==> config.mk <==
export PLATFORM = sky130hd
export DESIGN_NAME = mux_tx_scanner
export DESIGN_NICKNAME = d
export VERILOG_FILES = /design/src/rtl/txscan_pkg.sv /design/src/rtl/txscan_regs.sv /design/src/rtl/txscan_pick.sv /design/src/rtl/txscan_grant.sv /design/src/rtl/mux_tx_scanner.sv
export SDC_FILE = /design/constraint.sdc
export NUM_CORES = 1
export LEC_CHECK = 0
export BUFFER_PORTS_ARGS = -buffer_cell sky130_fd_sc_hd__buf_4
export CAP_MARGIN = 15
export CORE_ASPECT_RATIO = 0.8
export CORE_UTILIZATION = 48
export DETAILED_ROUTE_END_ITERATION = 10
export PLACE_DENSITY_LB_ADDON = 0.1
export REMOVE_ABC_BUFFERS = 1
export SLEW_MARGIN = 40
export SYNTH_ARGS = -nofsm -noshare
export SYNTH_HDL_FRONTEND = slang
export SYNTH_HIERARCHICAL = 1
export SYNTH_SLANG_ARGS = --single-unit
==> constraint.sdc <==
create_clock -name clk -period 2.5 [get_ports clk]
set_input_delay 0.25 -clock clk [delete_from_list [all_inputs] [get_ports clk]]
set_output_delay 0.25 -clock clk [all_outputs]
set_load 0.1 [all_outputs]
==> src/rtl/txscan_pkg.sv <==
`timescale 1ns/1ps
package txscan_pkg;

    localparam int REG_W = 16;

    typedef enum logic [1:0] {
        ADDR_CSR  = 2'd0,
        ADDR_MASK = 2'd1,
        ADDR_DATA = 2'd2,
        ADDR_NONE = 2'd3
    } reg_addr_e;

    localparam int CSR_CLR_BIT  = 4;
    localparam int CSR_SCAN_BIT = 5;
    localparam int CSR_TIE_BIT  = 6;
    localparam int CSR_LINE_LSB = 8;
    localparam int CSR_RDY_BIT  = 15;

    typedef struct packed {
        logic scan_en;
        logic tx_ie;
    } ctrl_t;

endpackage

==> src/rtl/txscan_regs.sv <==
`timescale 1ns/1ps
module txscan_regs
    import txscan_pkg::*;
#(
    parameter int NLINES     = 4,
    parameter int CLR_CYCLES = 8
) (
    input  logic              clk,
    input  logic              rst,
    input  logic              bus_wr,
    input  logic [1:0]        bus_addr,
    input  logic [REG_W-1:0]  bus_wdata,
    output logic [NLINES-1:0] mask_q,
    output ctrl_t             ctrl_q,
    output logic              clearing,
    output logic              data_wr
);
    localparam int CNT_W = $clog2(CLR_CYCLES + 1);

    logic [CNT_W-1:0] clr_cnt;
    reg_addr_e        addr;

    assign addr     = reg_addr_e'(bus_addr);
    assign clearing = (clr_cnt != '0);
    assign data_wr  = bus_wr && (addr == ADDR_DATA) && !clearing;

    always_ff @(posedge clk) begin
        if (rst) begin
            mask_q  <= '0;
            ctrl_q  <= '0;
            clr_cnt <= '0;
        end else if (clearing) begin
            clr_cnt <= clr_cnt - 1'b1;
            mask_q  <= '0;
            ctrl_q  <= '0;
        end else if (bus_wr && addr == ADDR_CSR) begin
            if (bus_wdata[CSR_CLR_BIT]) begin
                clr_cnt <= CNT_W'(CLR_CYCLES);
                mask_q  <= '0;
                ctrl_q  <= '0;
            end else begin
                ctrl_q.scan_en <= bus_wdata[CSR_SCAN_BIT];
                ctrl_q.tx_ie   <= bus_wdata[CSR_TIE_BIT];
            end
        end else if (bus_wr && addr == ADDR_MASK) begin
            mask_q <= bus_wdata[NLINES-1:0];
        end
    end

    // once the clear window closes, every control field is back at zero
    a_r10_clear_leaves_zero: assert property (@(posedge clk) disable iff (rst)
        $fell(clearing) |-> (mask_q == '0) && !ctrl_q.scan_en && !ctrl_q.tx_ie);

    // a write landing inside the window does not reach the mask
    a_r10_mask_frozen: assert property (@(posedge clk) disable iff (rst)
        clearing |=> (mask_q == '0));

endmodule

==> src/rtl/txscan_pick.sv <==
`timescale 1ns/1ps
module txscan_pick #(
    parameter int NLINES = 4,
    parameter int LW     = (NLINES > 1) ? $clog2(NLINES) : 1
) (
    input  logic [NLINES-1:0] elig,
    input  logic [LW-1:0]     last,
    output logic              found,
    output logic [LW-1:0]     pick
);
    always_comb begin
        found = 1'b0;
        pick  = '0;
        for (int off = 1; off <= NLINES; off++) begin
            int idx;
            idx = (int'(last) + off) % NLINES;
            if (!found && elig[idx[LW-1:0]]) begin
                found = 1'b1;
                pick  = idx[LW-1:0];
            end
        end
    end
endmodule

==> src/rtl/txscan_grant.sv <==
`timescale 1ns/1ps
module txscan_grant #(
    parameter int NLINES = 4,
    parameter int DATA_W = 8,
    parameter int LW     = (NLINES > 1) ? $clog2(NLINES) : 1
) (
    input  logic              clk,
    input  logic              rst,
    input  logic [NLINES-1:0] mask,
    input  logic [NLINES-1:0] busy,
    input  logic              scan_en,
    input  logic              data_wr,
    input  logic [DATA_W-1:0] data,
    output logic              ready,
    output logic [LW-1:0]     line,
    output logic [NLINES-1:0] tx_load,
    output logic [DATA_W-1:0] tx_char
);
    logic              grant_q;
    logic [LW-1:0]     line_q;
    logic [LW-1:0]     last_q;
    logic [NLINES-1:0] elig;
    logic [NLINES-1:0] line_oh;
    logic              found;
    logic [LW-1:0]     pick;
    logic              accept;
    logic              drop;

    assign elig    = mask & ~busy;
    assign line_oh = NLINES'(1) << line_q;
    assign accept  = grant_q && data_wr;
    assign drop    = grant_q && (!scan_en || !mask[line_q]);

    txscan_pick #(.NLINES(NLINES), .LW(LW)) u_pick (
        .elig  (elig),
        .last  (last_q),
        .found (found),
        .pick  (pick)
    );

    always_ff @(posedge clk) begin
        if (rst) begin
            grant_q <= 1'b0;
            line_q  <= '0;
            last_q  <= LW'(NLINES - 1);
            tx_char <= '0;
        end else if (accept) begin
            grant_q <= 1'b0;
            last_q  <= line_q;
            tx_char <= data;
        end else if (drop) begin
            grant_q <= 1'b0;
            last_q  <= line_q;
        end else if (!grant_q && scan_en && found) begin
            grant_q <= 1'b1;
            line_q  <= pick;
        end
    end

    for (genvar i = 0; i < NLINES; i++) begin : g_load
        always_ff @(posedge clk) begin
            if (rst) tx_load[i] <= 1'b0;
            else     tx_load[i] <= accept && line_oh[i];
        end
    end

    assign ready = grant_q;
    assign line  = line_q;

    // a load strobe reaches at most one serializer
    a_r6_load_onehot: assert property (@(posedge clk) disable iff (rst)
        $onehot0(tx_load));

    // a load only follows a cycle in which a grant was held
    a_r6_load_needs_grant: assert property (@(posedge clk) disable iff (rst)
        (tx_load != '0) |-> $past(grant_q));

    // the grant is released by the accepted write
    a_r6_write_releases: assert property (@(posedge clk) disable iff (rst)
        accept |=> !grant_q);

    // a new grant goes only to a line that was eligible when chosen
    a_r4_grant_eligible: assert property (@(posedge clk) disable iff (rst)
        (grant_q && !$past(grant_q)) |-> |($past(elig) & line_oh));

    // the reported line does not change while the grant is held
    a_r3_line_stable: assert property (@(posedge clk) disable iff (rst)
        (grant_q && $past(grant_q)) |-> $stable(line_q));

    // a withdrawn enable ends the grant
    a_r7_abandon: assert property (@(posedge clk) disable iff (rst)
        (grant_q && !mask[line_q] && !data_wr) |=> !grant_q);

    // no grant survives or starts while scanning is off
    a_r9_scan_off: assert property (@(posedge clk) disable iff (rst)
        !scan_en |=> !grant_q);

endmodule

==> src/rtl/mux_tx_scanner.sv <==
`timescale 1ns/1ps
module mux_tx_scanner
    import txscan_pkg::*;
#(
    parameter int NLINES     = 4,
    parameter int DATA_W     = 8,
    parameter int CLR_CYCLES = 8
) (
    input  logic              clk,
    input  logic              rst,
    input  logic              bus_wr,
    input  logic [1:0]        bus_addr,
    input  logic [15:0]       bus_wdata,
    output logic [15:0]       bus_rdata,
    input  logic [NLINES-1:0] line_busy,
    output logic [NLINES-1:0] tx_load,
    output logic [DATA_W-1:0] tx_char,
    output logic              irq
);
    localparam int LW = (NLINES > 1) ? $clog2(NLINES) : 1;

    logic [NLINES-1:0] mask_q;
    ctrl_t             ctrl_q;
    logic              clearing;
    logic              data_wr;
    logic              ready;
    logic [LW-1:0]     line;
    logic              scan_rst;

    assign scan_rst = rst | clearing;

    txscan_regs #(.NLINES(NLINES), .CLR_CYCLES(CLR_CYCLES)) u_regs (
        .clk       (clk),
        .rst       (rst),
        .bus_wr    (bus_wr),
        .bus_addr  (bus_addr),
        .bus_wdata (bus_wdata),
        .mask_q    (mask_q),
        .ctrl_q    (ctrl_q),
        .clearing  (clearing),
        .data_wr   (data_wr)
    );

    txscan_grant #(.NLINES(NLINES), .DATA_W(DATA_W), .LW(LW)) u_grant (
        .clk     (clk),
        .rst     (scan_rst),
        .mask    (mask_q),
        .busy    (line_busy),
        .scan_en (ctrl_q.scan_en),
        .data_wr (data_wr),
        .data    (bus_wdata[DATA_W-1:0]),
        .ready   (ready),
        .line    (line),
        .tx_load (tx_load),
        .tx_char (tx_char)
    );

    assign irq = ready && ctrl_q.tx_ie;

    always_comb begin
        bus_rdata = '0;
        case (reg_addr_e'(bus_addr))
            ADDR_CSR: begin
                bus_rdata[CSR_RDY_BIT]            = ready;
                bus_rdata[CSR_LINE_LSB +: LW]     = line;
                bus_rdata[CSR_TIE_BIT]            = ctrl_q.tx_ie;
                bus_rdata[CSR_SCAN_BIT]           = ctrl_q.scan_en;
                bus_rdata[CSR_CLR_BIT]            = clearing;
            end
            ADDR_MASK: bus_rdata[NLINES-1:0]      = mask_q;
            default:   bus_rdata                  = '0;
        endcase
    end

    // the scanner holds no grant once the clear has taken hold
    a_r10_no_grant_in_clear: assert property (@(posedge clk) disable iff (rst)
        clearing |=> !ready);

    // a request is never raised without interrupt enable
    a_r8_irq_needs_enable: assert property (@(posedge clk) disable iff (rst)
        irq |-> ctrl_q.tx_ie);

endmodule

==> results by group <==
Outcome
  – Outcome: complete, no violations

Global routing
  – Largest net degree at the start of global routing: 19
  – GRT Total Usage: 22.1%
  – GR Overflow Total: 0
  – First-pass GRT wire length: between 5000 and 6000 µm
  – Vias in the first global route: 1,124
  – Initial antenna violation count: 0

Routing
  – Routed WL: a little under 3000 µm
  – Via count: ~1,200
  – # DRC: 0
  – Pre-antenna DRT Iters: 4
  – Vias per inst: between 5 and 6
  – Drt wl/cell: around 13 µm
  – ANT nets after route: 0
  – DRT iter0 DRCs: approximately 110

Critical path
  – Max FO, Critical Path: 12
  – Worst Path Required: between 2 and 3 ns
  – Crit path launch: u_regs/clr_cnt[2]$_SDFFE_PP0P_
  – CP top delay family: simple AND/OR/NAND/NOR gates
  – Critical Path Stages: 6
  – Kind of critical path: flop to flop
  – Worst path cell trace: nor4_4 -> inv_2 -> nor3_1 -> buf_4 -> nand2_1 -> nor4bb_1
  – WP buf/inv: 2
  – Worst EP arrival: around 2.3 ns
  – Critical Path End Type: flop
  – Startpoint types: flop
  – Delay of the slowest critical-path stage: 0.39 ns
  – FF-to-FF path depth: 6
  – Slowest CP cell: dfxtp_1
  – R2r startpoint: u_regs/clr_cnt[2]$_SDFFE_PP0P_

Clock network
  – Hold-fix buffers at CTS: 0
  – Post-CTS Setup Bufs: 0
  – Post_cts resized: 0
  – CTS tree: done
  – Worst skew pair latency: 0.33 ns
  – TritonCTS sink count: 27
  – Reg clk slew, reported paths: roughly 0.14 ns
  – CTS root buffer: clkbuf_4
  – CTS H-tree lvls: 1
  – Clock Tree Buf Depth: 2
  – CTS buffer count: 3

Pwr
  – Sw frac: between 30% and 40%
  – Internal power: ~530 µW
  – Flop pwr share: between 50% and 60%
  – Leakage power: 0.705 nW
  – P_sw: ~230 µW
  – Clock Power Share: between 20% and 30%
  – Logic pwr share: between 10% and 20%
  – VDD IR max: between 0.3 and 0.4 mV
  – P per Cell Area: around 450 mW/mm²

Yosys
  – Largest family of logic cells by synthesized area: simple AND/OR/NAND/NOR gates
  – Syn Std Cell Area: approximately 0.0014 mm²
  – Post-synthesis xor/xnor area fraction: 0%
  – Area fraction in compound gates after synthesis: approximately 15%
  – Largest area contributor in the netlist: dfxtp_1
  – Register area share after synthesis: roughly two fifths
  – Post-synth top cells: dfxtp_1, a21oi_1, nand2_1, nand3_1
  – Syn Inst Count: 155
  – Mean Syn Cell Area: approximately 8.9 µm²
  – Top-count cell post-synth: dfxtp_1
  – Seq cells post-synth: 27
  – Top post-synthesis cells by area: dfxtp_1, a21oi_1, nor3b_2
  – FFs w/ async S/R, synth: 0%
  – Ys flop type: dfxtp_1
  – Count of cell types in the netlist: 40
  – Synth top area share: just under 40%
  – Synth Area in Simple Gates: roughly 34%
  – Post-synth EDFFs: 0
  – Mux share of post-synthesis cell area: between 4 and 5%
  – Warnings from Yosys: 6
  – Post-Synth Adder-Cell Area: 0%

Timing
  – Tcrit/Tclk final: 81.1%
  – Worst Skew: roughly 0.0022 ns
  – Final hold vios: 0
  – Final setup viols: 0
  – Max Freq: around 500 MHz
  – Max Transition Viols Final: 0
  – Post-route setup slack: 0.472 ns
  – Setup TNS: 0 ns
  – Final Critical Period: roughly 2 ns
  – Setup repair after global routing missed its margin: false

Final layout
  – Area growth syn-to-layout: 21.7%
  – Layout cells sized above 1: roughly a third
  – Final nets: 216
  – Diode count: 0
  – Final Non-Filler Cells: approximately 230
  – Final core utilization: approximately two thirds

Run
  – Maxcap violations: 0

Floorplanning
  – Die W: between 60 and 70 µm
  – Top Ports: 54
  – Core Region: 0.00258 mm²
  – FP Rows: 16
  – Initial core utilization: between 50% and 60%
  – Die Y: approximately 50 µm
  – Die area: 0.00309 mm²

Placement
  – Placed Cells: around 220
  – RD Place Congestion: 0.808
  – Place WS: about 0.53 ns
  – PortBufs: 39

Hold path
  – Worst hold start: rst
  – Cells on Worst Hold Path: 2
  – Tightest Hold Check Type: primary input to flop
==> layout make-up <==
class	instances	area (µm²)
tap	36	45.0
timing repair buffer	40	300
multi-input combinational	117	753
clock buffer	3	22.5
inverter	2	7.51
fill	241	906
sequential	27	541
clock inverter	1	7.51
==> metal layers <==
layer,routed length [µm],global-route usage (%),vias up
met4,32,5.56,0
li1,-,-,606
met1,1320,30.1,566
met5,0,0,-
met2,1370,34.6,57
met3,249,5.25,4
==> cell families (layout without fill, tap and decap cells) <==
logic type / count (synthesis) / count (layout)
other: 1 / 6
AOI/OAI and AO/OA: 34 / 34
DFF: 27 / 27
and+or+nand+nor: 71 / 71
buffers and inverters: 16 / 46
muxes: 6 / 6
==> flip-flops by register name, summed over array words and instances (netlist names) <==
name / flops
u_grant/last_q: 2
u_grant/line: 2
u_grant/ready: 1
u_grant/tx_char: 8
u_grant/tx_load: 4
u_regs/clr_cnt: 4
u_regs/ctrl_q: 2
u_regs/mask_q: 4
==> per-stage QoR <==
stage,area [µm²],hold WS (ns),total power [mW]
CTS,1680,0.0864,0.775
floorplan,1300,0.319,0.534
detailed placement,1650,0.451,0.578
finish,1680,0.0990,0.762
global route,1680,0.0807,0.805
global placement,1650,0.443,0.576
==> power groups by stage <==
stage | logic, mW | clock network (mW) | registers [mW]
2_1_floorplan | 0.0847 | 0 | 0.449
3_3_place_gp | 0.126 | 0 | 0.450
3_5_place_dp | 0.127 | 0 | 0.451
4_1_cts | 0.128 | 0.206 | 0.442
5_1_grt | 0.137 | 0.226 | 0.443
6_report | 0.128 | 0.193 | 0.441
==> final timing paths <==
kind	end	slack, ns
max	u_grant/tx_load[3]$_SDFF_PP0_	0.47
min	u_regs/clr_cnt[1]$_SDFFE_PP0P_	0.1
max reg2reg	u_grant/tx_load[3]$_SDFF_PP0_	0.47
min reg2reg	u_grant/tx_char[5]$_SDFFE_PP0P_	0.47
==> placed cells by master (no fill, tap or decap), types with 4 or more instances in the layout <==
cell      Yosys  layout
nand2_1      16      16
conb_1        1       6
nand2b_1      5       5
nor2_1        8       8
o21ai_0       8       8
and3b_1       5       5
a21oi_1      19      19
buf_4         7      40
nor3b_2       6       6
mux2i_1       5       5
dfxtp_1      27      27
nand3_1       9       9
nor2b_1       4       4
Note: power is estimated with default switching activity, not from simulation.
